### src/rtl/shrink_dcnt_pkg.sv
package shrink_dcnt_pkg;

    typedef struct packed {
        logic run_end;
        logic cycle_end;
    } dcnt_evt_t;

endpackage

### src/rtl/shrink_dcnt_detect.sv
module shrink_dcnt_detect
    import shrink_dcnt_pkg::*;
#(
    parameter int WIDTH      = 3,
    parameter int LAST_START = 2
) (
    input  logic             en,
    input  logic [WIDTH-1:0] count_q,
    input  logic [WIDTH-1:0] limit_q,
    output dcnt_evt_t        evt
);
    localparam logic [WIDTH-1:0] ONE_V  = WIDTH'(1);
    localparam logic [WIDTH-1:0] LAST_V = WIDTH'(LAST_START);

    always_comb begin
        evt           = '0;
        evt.run_end   = en && (count_q == ONE_V);
        evt.cycle_end = evt.run_end && (limit_q == LAST_V);
    end
endmodule

### src/rtl/shrink_dcnt_limit.sv
module shrink_dcnt_limit #(
    parameter int WIDTH      = 3,
    parameter int TOP        = 7,
    parameter int LAST_START = 2
) (
    input  logic             clk,
    input  logic             rst,
    input  logic             advance,
    output logic [WIDTH-1:0] limit_q,
    output logic [WIDTH-1:0] limit_d
);
    localparam logic [WIDTH-1:0] TOP_V  = WIDTH'(TOP);
    localparam logic [WIDTH-1:0] LAST_V = WIDTH'(LAST_START);

    typedef struct packed {
        logic [WIDTH-1:0] lim;
    } lim_state_t;

    lim_state_t st_q, st_d;

    always_comb begin
        st_d = st_q;
        if (advance) begin
            if (st_q.lim == LAST_V) st_d.lim = TOP_V;
            else                    st_d.lim = st_q.lim - WIDTH'(1);
        end
        if (rst) st_d.lim = TOP_V;
    end

    always_ff @(posedge clk) begin
        st_q <= st_d;
    end

    assign limit_q = st_q.lim;
    assign limit_d = st_d.lim;

    AST_LIMIT_RANGE: assert property (@(posedge clk) disable iff (rst)
        (limit_q >= LAST_V) && (limit_q <= TOP_V));
    AST_LIMIT_WRAP: assert property (@(posedge clk) disable iff (rst)
        (advance && limit_q == LAST_V) |=> (limit_q == TOP_V));
    AST_LIMIT_HOLD: assert property (@(posedge clk) disable iff (rst)
        !advance |=> $stable(limit_q));
endmodule

### src/rtl/shrink_dcnt_count.sv
module shrink_dcnt_count #(
    parameter int WIDTH = 3,
    parameter int TOP   = 7
) (
    input  logic             clk,
    input  logic             rst,
    input  logic             step,
    input  logic             reload,
    input  logic [WIDTH-1:0] reload_val,
    output logic [WIDTH-1:0] count_q
);
    localparam logic [WIDTH-1:0] TOP_V = WIDTH'(TOP);

    typedef struct packed {
        logic [WIDTH-1:0] cnt;
    } cnt_state_t;

    cnt_state_t st_q, st_d;

    always_comb begin
        st_d = st_q;
        if (reload)    st_d.cnt = reload_val;
        else if (step) st_d.cnt = st_q.cnt - WIDTH'(1);
        if (rst)       st_d.cnt = TOP_V;
    end

    always_ff @(posedge clk) begin
        st_q <= st_d;
    end

    assign count_q = st_q.cnt;

    AST_COUNT_FLOOR: assert property (@(posedge clk) disable iff (rst)
        count_q != '0);
    AST_COUNT_STEP: assert property (@(posedge clk) disable iff (rst)
        (step && !reload) |=> (count_q == $past(count_q) - WIDTH'(1)));
    AST_COUNT_IDLE: assert property (@(posedge clk) disable iff (rst)
        !step |=> $stable(count_q));
    AST_RESET_LOAD: assert property (@(posedge clk)
        rst |=> (count_q == TOP_V));
endmodule

### src/rtl/shrink_dcnt.sv
module shrink_dcnt
    import shrink_dcnt_pkg::*;
#(
    parameter int WIDTH      = 3,
    parameter int LAST_START = 2
) (
    input  logic             clk,
    input  logic             rst,
    input  logic             en,
    output logic [WIDTH-1:0] count,
    output logic             run_done,
    output logic             cycle_done
);
    localparam int TOP = (1 << WIDTH) - 1;

    logic [WIDTH-1:0] count_q;
    logic [WIDTH-1:0] limit_q;
    logic [WIDTH-1:0] limit_d;
    dcnt_evt_t        evt;

    shrink_dcnt_detect #(.WIDTH(WIDTH), .LAST_START(LAST_START)) u_detect (
        .en(en), .count_q(count_q), .limit_q(limit_q), .evt(evt)
    );

    shrink_dcnt_limit #(.WIDTH(WIDTH), .TOP(TOP), .LAST_START(LAST_START)) u_limit (
        .clk(clk), .rst(rst), .advance(evt.run_end),
        .limit_q(limit_q), .limit_d(limit_d)
    );

    shrink_dcnt_count #(.WIDTH(WIDTH), .TOP(TOP)) u_count (
        .clk(clk), .rst(rst), .step(en), .reload(evt.run_end),
        .reload_val(limit_d), .count_q(count_q)
    );

    assign count      = count_q;
    assign run_done   = evt.run_end;
    assign cycle_done = evt.cycle_end;

    AST_COUNT_LE_LIMIT: assert property (@(posedge clk) disable iff (rst)
        count_q <= limit_q);
    AST_RUN_RESTART: assert property (@(posedge clk) disable iff (rst)
        run_done |=> (count_q == limit_q));
    AST_CYCLE_IN_RUN: assert property (@(posedge clk) disable iff (rst)
        cycle_done |-> run_done);
endmodule

### config.mk
export PLATFORM = sky130hd
export DESIGN_NAME = shrink_dcnt
export DESIGN_NICKNAME = d
export VERILOG_FILES = /design/src/rtl/shrink_dcnt_pkg.sv /design/src/rtl/shrink_dcnt_detect.sv /design/src/rtl/shrink_dcnt_limit.sv /design/src/rtl/shrink_dcnt_count.sv /design/src/rtl/shrink_dcnt.sv
export SDC_FILE = /design/constraint.sdc
export NUM_CORES = 1
export LEC_CHECK = 0
export ABC_AREA = 1
export BUFFER_PORTS_ARGS = -buffer_cell sky130_fd_sc_hd__buf_2
export CAP_MARGIN = 20
export CORE_AREA = 2 2 39 41
export DETAILED_ROUTE_END_ITERATION = 10
export DIE_AREA = 0 0 41 43
export PLACE_DENSITY = 0.54
export RECOVER_POWER = 25
export SLEW_MARGIN = 0
export SYNTH_ARGS = -nofsm -noshare
export SYNTH_HDL_FRONTEND = slang
export SYNTH_SLANG_ARGS = --single-unit
export TNS_END_PERCENT = 1
### constraint.sdc
create_clock -name clk -period 0.98 [get_ports clk]
set_input_delay 0.147 -clock clk [delete_from_list [all_inputs] [get_ports clk]]
set_output_delay 0.147 -clock clk [all_outputs]
set_load 0.01 [all_outputs]
### Word level (Yosys, flattened, before mapping)

Index checks and enable logic that the tools add are counted.

* register bits after elaboration: 6
* latch bits: 0
* memory bits (writable): 0
* memory bits (read-only): 0
* input port bits: 3
* output and inout port bits: 5
* word-level logic and storage cells: 14
* memories: 0

* add/sub/neg operators: 2
* multipliers: 0
* div/mod/pow operators: 0
* order comparisons: 0
* equal/unequal tests: 2
* shift-type cells: 0
* muxes and demuxes: 5
* bitwise logic cells: 0
* reduce and logical (&&, ||, !) cells: 3

Operators with widths (count)
* $mux W3: 5
* $sub A3 B1 Y3 const B: 2
* $eq A3 B1 Y1 const B: 1
* $eq A3 B2 Y1 const B: 1
* $logic_and A1 B1 Y1: 2
* $reduce_bool A2 Y1: 1

### Logic depth before layout (Yosys ltp)

Gate-level depths: netlist (run 1).

* depth in word-level cells: 5
* mapped depth: 8
* gate-level depth less buffers: 8

### By module

From an unflattened synthesis (run 1), not the netlist that was laid out.

* cells, all modules: 62
* area, all modules: 372.9 µm²

Modules (own cells, without submodules)
* shrink_dcnt_count: times used 1, cells each 28, area each 170.2 µm², sequential area each 60.1 µm²
* shrink_dcnt_limit: times used 1, cells each 26, area each 170.2 µm², sequential area each 60.1 µm²
* shrink_dcnt_detect: times used 1, cells each 8, area each 32.5 µm², sequential area each 0.0 µm²

### Least setup slack after synthesis (run 1)

OpenSTA, ideal clock, no wires.

* path type: register to output
* start point: reg u_count.st_q, in the netlist u_count.count_q[0]
* end point: out cycle_done
* data arrival time: 1.061 ns
* required time: 0.833 ns
* slack: -0.228 ns
* stages on the path, launching flop included: 6
* path buffers: 0
* path through: dfxtp_1 -> ha_1 -> nand2_2 -> nor2_8 -> inv_2 -> nor2_1

* cells in the longest elaborated chain, start to end: 3

RTL lines
* from (decl): line shrink_dcnt_count.sv:18 `cnt_state_t st_q, st_d;`
* from (signal assigned): line shrink_dcnt_count.sv:28 `st_q <= st_d;`
* $eq A3 B1 Y1: line shrink_dcnt_detect.sv:17 `evt.run_end = en && (count_q == ONE_V);`
* $logic_and A1 B1 Y1: line shrink_dcnt_detect.sv:17
* net run_done: line shrink_dcnt.sv:11 `output logic run_done,`
* $logic_and A1 B1 Y1: line shrink_dcnt_detect.sv:18 `evt.cycle_end = evt.run_end && (limit_q == LAST_V);`
* to (decl): line shrink_dcnt.sv:12 `output logic cycle_done`

The timed path passes the listed nets, and every way through them passes these cells.

### Worst setup path after layout (run 1)

* start point: reg u_count.st_q, in the netlist u_count.count_q[1]
* end point: out cycle_done

* cells in the longest elaborated chain, start to end: 3

RTL lines (line)
* $eq A3 B1 Y1: shrink_dcnt_detect.sv:17
* $logic_and A1 B1 Y1: shrink_dcnt_detect.sv:17
* $logic_and A1 B1 Y1: shrink_dcnt_detect.sv:18

No other way between the ends.

==> impl_metrics.sql, run 1 <==
INSERT INTO impl_metrics (metric_group, metric, value, unit) VALUES
('setup_path', 'end_kind', 'output port', ''),
('setup_path', 'critical_path_arrival', '1.19', 'ns'),
('global_routing', 'antenna_found_initial', '0', ''),
('timing', 'period_minus_slack', '1.34', 'ns'),
('floorplan', 'die_span_x', '41', 'um'),
('setup_path', 'critical_path.n_buffers_inverters', '3', ''),
('floorplan', 'die_h', '43', 'um'),
('global_routing', 'grt_first_pass_wirelength', '1320', 'um'),
('routing', 'route.final.wire_length', '860', 'um'),
('synth', 'netlist.top_cell.by_area', 'dfxtp_1', ''),
('timing', 'report.final.hold_viol_count', '0', ''),
('setup_path', 'setup_crit_start', 'u_count.count_q[1]$_SDFFE_PP1P_', ''),
('floorplan', 'initial_cell_density_of_the_core', '26.5', '%'),
('clocking', 'clock_sinks', '6', ''),
('routing', 'dr_pass1_iterations', '4', ''),
('cells_and_area', 'multi_input_area', '269', 'um^2'),
('synth', 'synth_cell_types', '15', ''),
('global_routing', 'grt_pass1_vias', '332', ''),
('placement', 'placed_cell_area', '502', 'um^2'),
('timing', 'slew_violations', '0', ''),
('power_and_ir_drop', 'irDropWorstVdd', '0.437', 'mV'),
('run_status', 'outcome', 'finished, violations left', ''),
('clocking', 'h-tree-depth', '1', ''),
('placement', 'total_half_perimeter_wirelength_after_legalization_and_detailed_placement', '589', 'um'),
('clocking', 'number_of_buffers_on_the_longest_clock_path', '2', ''),
('power_and_ir_drop', 'power.density', '1000', 'nW/um^2'),
('power_and_ir_drop', 'net-switching-power', '0.168', 'mW'),
('synth', 'synth.avg_cell_area', '7.64', 'um^2'),
('timing', 'fmax', '746', 'MHz'),
('cells_and_area', 'drive_above_1_share', '61.1', '%'),
('cells_and_area', 'n_fill_cell', '133', ''),
('clocking', 'cts_tree', 'yes', ''),
('routing', 'initialDrtViolationCount', '3', ''),
('synth', 'syn-instance-count', '48', ''),
('power_and_ir_drop', 'power.sequential.fraction', '41.8', '%'),
('timing', 'setup_tns_final', '-1.57', 'ns'),
('timing', 'finalSetupViolCount', '8', ''),
('routing', 'vias_per_cell', '4.35', ''),
('timing', 'setup_slack', '-0.360', 'ns'),
('power_and_ir_drop', 'power.switching_fraction', '26.8', '%'),
('routing', 'remaining_antenna_violation_count_after_routing', '0', ''),
('synth', 'synth.net_count', '55', ''),
('timing', 'tightestPinTransition', '0.268', 'ns'),
('setup_path', 'cp_max_fo', '4', ''),
('placement', 'routabilityCongestion', '0.776', ''),
('floorplan', 'std_cell_rows', '14', ''),
('floorplan', 'floorplan.core_area', '1380', 'um^2'),
('global_routing', 'gr-total-overflow', '0', ''),
('cells_and_area', 'n_antenna_cell', '0', ''),
('worst_hold_path', 'holdCritStartpoint', 'rst', ''),
('setup_path', 'timing.critical_path.slowest_stage_cell', 'dfxtp_2', ''),
('cells_and_area', 'mostFrequentLayoutCells', 'buf_4, inv_1, buf_2, nand2_1, dfxtp_2', ''),
('worst_hold_path', 'holdCritPathClass', 'primary input to register', ''),
('power_and_ir_drop', 'leakagePower', '0.316', 'nW'),
('synth', 'syn_area', '367', 'um^2'),
('power_and_ir_drop', 'intPower', '0.459', 'mW'),
('run_status', 'violations_in_the_final_reports', 'negative setup slack', ''),
('cells_and_area', 'final_cell_area', '627', 'um^2'),
('cells_and_area', 'design.final.nets', '80', ''),
('clocking', 'tritoncts.num_buffers', '3', ''),
('timing', 'timing.slew.headroom', '81.9', '%'),
('clocking', 'worst_setup_hold_path_clk_slew', '0.05', 'ns'),
('global_routing', 'pin_count_of_the_biggest_net_entering_global_routing', '6', ''),
('power_and_ir_drop', 'combinationalPowerShare', '15.6', '%'),
('routing', 'routed_wire_length_per_instance', '9.77', 'um'),
('cells_and_area', 'syn_to_final_growth', '71.0', '%'),
('synth', 'synth.ff_latch_count', '6', ''),
('setup_path', 'critical_path_required', '0.83', 'ns'),
('synth', 'netlist.area_leader.share', '32.8', '%'),
('synth', 'seq_area_frac_synth', '32.8', '%'),
('routing', 'dr_total_vias', '383', '');
==> power by group through the flow <==
stage	combinational [mW]	sequential (mW)	clock, mW
detailed placement	0.0812	0.266	0
global placement	0.0808	0.266	0
global route	0.109	0.263	0.283
finish	0.0978	0.262	0.268
floorplan	0.0410	0.270	0
CTS	0.0957	0.262	0.278
==> logic make-up (layout without fill, tap and decap cells) <==
group / Yosys count / count (layout) / synth area share, %
buffers and inverters: 10 / 34 / 10.2
flip-flops: 6 / 6 / 32.8
AO/OA/AOI/OAI: 8 / 8 / 13.3
AND/OR/NAND/NOR: 20 / 20 / 30.0
adder cells (fa/ha/maj): 4 / 4 / 13.7
==> Yosys cell counts, drive strengths merged <==
cell type and count:
a21oi 3, o21ai 3, nand2 8, nand4 1, inv 10, nor2 6, o211ai 2, nand3 5
ha 4, dfxtp 6
==> registers in the layout (all words and copies together) (netlist names) <==
name and count:
u_limit.limit_q 3, u_count.count_q 3
==> final cells by class <==
type | instances | share of cell area [%]
repair buffers | 20 | 22.8
inverters | 10 | 6.39
well taps | 16 | 3.19
multi-input cells | 32 | 42.9
flip-flops and latches | 6 | 20.6
clock buffers | 4 | 4.19
==> path summary, 6_finish.rpt <==
kind	cells past startpoint	slack [ns]	endpoint
hold reg to reg	2	0.54	u_limit.limit_q[2]$_DFF_P_
setup / recovery	7	-0.36	cycle_done
setup reg to reg	7	-0.22	u_limit.limit_q[0]$_DFF_P_
hold / removal	3	0.12	u_count.count_q[1]$_SDFFE_PP1P_
==> per-layer routing <==
layer / track usage (%) / share of wire [%]
met5: 0 / 0
met3: 3.14 / 2.9
met2: 15.0 / 47
met1: 14.1 / 45
met4: 10.0 / 4.9
==> what timing repair did <==
item,in CTS,in global routing
endpoints found under the setup margin,10,9
endpoints found under the hold margin,0,0
setup buffers,5,1
pin swaps,3,2
gates resized for setup,10,6
==> through the flow <==
step                total power [mW]  util (%)
floorplan                      0.311         -
global placement               0.347      36.3
detailed placement             0.348      36.3
CTS                            0.635      42.9
global route                   0.655      45.3
finish                         0.628      45.3
==> worst min-delay path: cells and delay by family <==
| kind | cells | cell delay [ns] |
|---|---|---|
| buffers and inverters | 1 | 0.10 |
| AND/OR/NAND/NOR | 1 | 0.06 |
| AO/OA/AOI/OAI | 1 | 0.05 |
Power figures use the tool's default switching activity.
==> run 2, diff against run 1 <==
--- a/config.mk
+++ b/config.mk
@@ -5,7 +5,6 @@
 export SDC_FILE = /design/constraint.sdc
 export NUM_CORES = 1
 export LEC_CHECK = 0
-export ABC_AREA = 1
 export BUFFER_PORTS_ARGS = -buffer_cell sky130_fd_sc_hd__buf_2
 export CAP_MARGIN = 20
 export CORE_AREA = 2 2 39 41
==> run 2 against run 1 <==
Against the previous run: the flow still finishes with violations (negative setup slack); synthesized area fell by 0.34%; hold slack improved by 0.040 ns; non-clock buffer count fell by 4; register-to-register slack got worse by 0.10 ns.
==> impl_metrics.sql, run 2 <==
INSERT INTO impl_metrics (metric_group, metric, value, unit) VALUES
('run_status', 'outcome', 'finished, violations left', ''),
('run_status', 'violations_in_the_final_reports', 'negative setup slack', ''),
('setup_path', 'end_kind', 'output port', ''),
('synth', 'synth.ff_latch_count', '6', ''),
('routing', 'met3_wirelength', '29', 'um'),
('global_routing', 'gr-total-overflow', '0', ''),
('floorplan', 'die_span_x', '41', 'um'),
('synth', 'seq_area_frac_synth', '32.9', '%'),
('floorplan', 'ios', '8', ''),
('power_and_ir_drop', 'combinationalPowerShare', '16.8', '%'),
('timing', 'fin_skew', '0.000717', 'ns'),
('clocking', 'worst_setup_hold_path_clk_slew', '0.05', 'ns'),
('routing', 'route.layer.met1.wl', '384', 'um'),
('clocking', 'clock_sinks', '6', ''),
('clocking', 'tritoncts.num_buffers', '3', ''),
('cells_and_area', 'drive_above_1_share', '59.0', '%'),
('setup_path', 'rr_worst_depth', '5', ''),
('setup_path', 'cp_cell_sequence', 'inv_4 -> ha_4 -> nand2b_4 -> buf_6 -> nor2_2 -> buf_2', ''),
('power_and_ir_drop', 'intPower', '0.468', 'mW'),
('routing', 'remaining_antenna_violation_count_after_routing', '0', ''),
('synth', 'netlist.area_leader.share', '32.9', '%'),
('clocking', 'number_of_buffers_on_the_longest_clock_path', '2', ''),
('floorplan', 'die_h', '43', 'um'),
('synth', 'area_share_of_and_or_nand_nor_cells_after_synthesis', '26.7', '%'),
('job', 'cap_violations', '0', ''),
('global_routing', 'antenna_found_initial', '0', ''),
('floorplan', 'floorplan.core_area', '1380', 'um^2'),
('setup_path', 'critical_path_arrival', '1.19', 'ns'),
('routing', 'route.final.wire_length', '878', 'um'),
('synth', 'syn_area', '365', 'um^2'),
('setup_path', 'worst_r2r_dst', 'u_count.count_q[2]$_SDFFE_PP1P_', ''),
('setup_path', 'critical_path_required', '0.83', 'ns'),
('cells_and_area', 'design.final.nets', '69', ''),
('cells_and_area', 'largestRegisters', 'u_count.count_q (3), u_limit.limit_q (3)', ''),
('clocking', 'cts_tree', 'yes', ''),
('global_routing', 'pin_count_of_the_biggest_net_entering_global_routing', '7', ''),
('worst_hold_path', 'whs_endpoint', 'u_limit.limit_q[0]$_DFF_P_', ''),
('placement', 'placed_cells', '72', ''),
('placement', 'routabilityCongestion', '0.737', ''),
('synth', 'synth.net_count', '48', ''),
('synth', 'synth.area.mux_share', '0', '%'),
('setup_path', 'r2r_slack', '-0.32', 'ns'),
('synth', 'netlist.top_cell.by_area', 'dfxtp_1', ''),
('timing', 'timing.slew.headroom', '87.1', '%'),
('worst_hold_path', 'holdCritStartpoint', 'rst', ''),
('timing', 'rsz0062_at_grt', 'yes', ''),
('routing', 'maxUsedRoutingLayer', 'met4', ''),
('cells_and_area', 'syn_to_final_growth', '68.2', '%'),
('synth', 'top_cells_by_instance_count_after_synthesis', 'dfxtp_1, inv_1, ha_1, nand2_1, nor2_1', ''),
('setup_path', 'cpPeakStageDelay', '0.33', 'ns'),
('synth', 'area_fraction_in_compound_gates_after_synthesis', '20.5', '%'),
('placement', 'port_buffers', '7', ''),
('floorplan', 'initial_cell_density_of_the_core', '26.4', '%'),
('timing', 'fin_crit_sh', '136', '%'),
('synth', 'syn-instance-count', '41', ''),
('routing', 'drc_violations_left', '0', ''),
('global_routing', 'gr-usage-all-layers', '13.5', '%'),
('timing', 'slew_violations', '0', ''),
('cells_and_area', 'finalNonFillerCells', '77', ''),
('placement', 'pre_cts_ws', '-0.268', 'ns'),
('timing', 'tightestPinTransition', '0.193', 'ns'),
('setup_path', 'worstSetupPathType', 'register to output port', ''),
('synth', 'synth_area_leaders', 'dfxtp_1, ha_1, a221o_1', ''),
('synth', 'xor_xnor_share_of_the_synthesized_area', '0', '%'),
('timing', 'report.final.hold_viol_count', '0', ''),
('timing', 'finalSetupViolCount', '8', ''),
('power_and_ir_drop', 'irDropWorstVdd', '0.457', 'mV'),
('setup_path', 'worst-path-stages', '6', ''),
('global_routing', 'grt_pass1_vias', '388', ''),
('synth', 'combinational_family_with_the_most_area_after_synthesis', 'simple AND/OR/NAND/NOR gates', ''),
('setup_path', 'timing.critical_path.slowest_stage_cell', 'dfxtp_2', ''),
('timing', 'setup_slack', '-0.353', 'ns'),
('routing', 'wl_met2', '420', 'um'),
('routing', 'vias_per_cell', '4.90', ''),
('power_and_ir_drop', 'power.clock.fraction', '42.2', '%'),
('floorplan', 'std_cell_rows', '14', ''),
('setup_path', 'worst_r2r_startpoint', 'u_limit.limit_q[0]$_DFF_P_', ''),
('power_and_ir_drop', 'power.sequential.fraction', '41.0', '%'),
('power_and_ir_drop', 'leakagePower', '0.280', 'nW'),
('power_and_ir_drop', 'net-switching-power', '0.165', 'mW'),
('cells_and_area', 'mostFrequentLayoutCells', 'buf_6, buf_4, nand2_1, buf_2', ''),
('floorplan', 'fp.dieArea', '1760', 'um^2'),
('setup_path', 'worstSetupStartpointType', 'register', ''),
('synth', 'synth_adder_area_share', '13.7', '%'),
('power_and_ir_drop', 'power.switching_fraction', '26.1', '%'),
('global_routing', 'grt_first_pass_wirelength', '1490', 'um'),
('setup_path', 'critical_path.n_buffers_inverters', '3', ''),
('clocking', 'clockRootBuffer', 'clkbuf_4', ''),
('worst_hold_path', 'hold-path-cell-count', '2', ''),
('synth', 'synthMostInstantiatedCell', 'dfxtp_1', ''),
('clocking', 'ctsHoldBuffers', '0', ''),
('synth', 'count_of_synthesis_stage_warnings_from_yosys', '0', ''),
('worst_hold_path', 'holdCritPathClass', 'primary input to register', ''),
('synth', 'synth_flop_cell', 'dfxtp_1', ''),
('synth', 'synthArstFlopShare', '0', '%'),
('power_and_ir_drop', 'power.density', '1030', 'nW/um^2'),
('routing', 'dr_total_vias', '377', ''),
('timing', 'period_minus_slack', '1.33', 'ns'),
('routing', 'initialDrtViolationCount', '11', ''),
('synth', 'synth_cell_types', '19', ''),
('routing', 'dr_pass1_iterations', '4', ''),
('synth', 'synth.avg_cell_area', '8.91', 'um^2'),
('routing', 'routed_wire_length_per_instance', '11.4', 'um'),
('setup_path', 'timing.critical_path.max_delay_family', 'flip-flops', ''),
('cells_and_area', 'n_antenna_cell', '0', ''),
('placement', 'total_half_perimeter_wirelength_after_legalization_and_detailed_placement', '643', 'um'),
('setup_path', 'cp_max_fo', '3', ''),
('clocking', 'h-tree-depth', '1', ''),
('synth', 'synth_enable_flop_cells', '0', ''),
('timing', 'hold-worst-slack', '0.163', 'ns'),
('clocking', 'clock_latency_at_the_later_pin_of_the_worst_skew_pair', '0.25', 'ns'),
('timing', 'fmax', '750', 'MHz');
-- run 2: cell count changes after synthesis, sizes merged, moves of 3 or more --
| cell | previous run | this run |
|---|---|---|
| inv | 10 | 6 |
| nand2 | 8 | 4 |
| nand3 | 5 | 2 |
| nor2 | 6 | 3 |
-- run 2: kinds of logic (layout without fill, tap and decap cells) --
kind of cell,after synthesis,count (layout)
fa+ha+maj,4,4
simple gates,15,15
compound gates,10,10
flops,6,6
buf+inv,6,26
-- run 2: through the flow --
step,utilization (%),TNS [ns],power (mW),area [um^2]
floorplan,-,-1.05,0.312,400
global placement,37.3,-1.44,0.359,515
detailed placement,37.3,-1.55,0.358,515
CTS,43.6,-2.03,0.641,603
global route,44.4,-2.53,0.660,614
finish,44.4,-2.02,0.632,614
-- run 2: cell type report --
cell class	instances	area [um^2]
flip-flops and latches	6	131
fillers	132	769
repair buffers	16	133
multi-input cells	29	279
clock buffers	4	26.3
well taps	16	20.0
inverters	6	25.0
-- run 2: metal layers --
| metal | track usage (%) | vias up |
|---|---|---|
| li1 | - | 187 |
| met1 | 13.9 | 178 |
| met2 | 19.1 | 7 |
| met3 | 4.71 | 5 |
| met4 | 14.0 | 0 |
| met5 | 0 | - |
-- run 2: worst max-delay path by stage --
stage	startpoint	end	slack [ns]
after global placement	u_limit.limit_q[1]$_DFF_P_	u_count.count_q[2]$_SDFFE_PP1P_	-0.27
after floorplan	u_limit.limit_q[1]$_DFF_P_	u_count.count_q[2]$_SDFFE_PP1P_	-0.22
after global routing	u_limit.limit_q[0]$_DFF_P_	cycle_done	-0.41
after CTS	u_limit.limit_q[0]$_DFF_P_	cycle_done	-0.37
after detailed placement	u_limit.limit_q[0]$_DFF_P_	u_count.count_q[2]$_SDFFE_PP1P_	-0.27
final	u_limit.limit_q[0]$_DFF_P_	cycle_done	-0.35
-- run 2: what timing repair did --
action                                  4_1_cts  5_1_grt
resized for setup                            11        2
endpoints found under the setup margin       11       10
pin swaps                                     3        2
buffers inserted                              1        0
-- run 2: worst reg2reg max path, cell delays in order, from the launching register on --
cell and delay [ns]:
dfxtp_2 0.35, inv_4 0.05, ha_4 0.16, nor4b_4 0.25, a31oi_1 0.08, a221o_1 0.30
-- run 2: power by group through the flow --
stage	Sequential (mW)	Clock [mW]	Combinational [mW]
after floorplan	0.271	0	0.0412
after global placement	0.266	0	0.0927
after detailed placement	0.266	0	0.0919
after CTS	0.260	0.275	0.106
after global routing	0.261	0.284	0.114
final	0.259	0.267	0.106
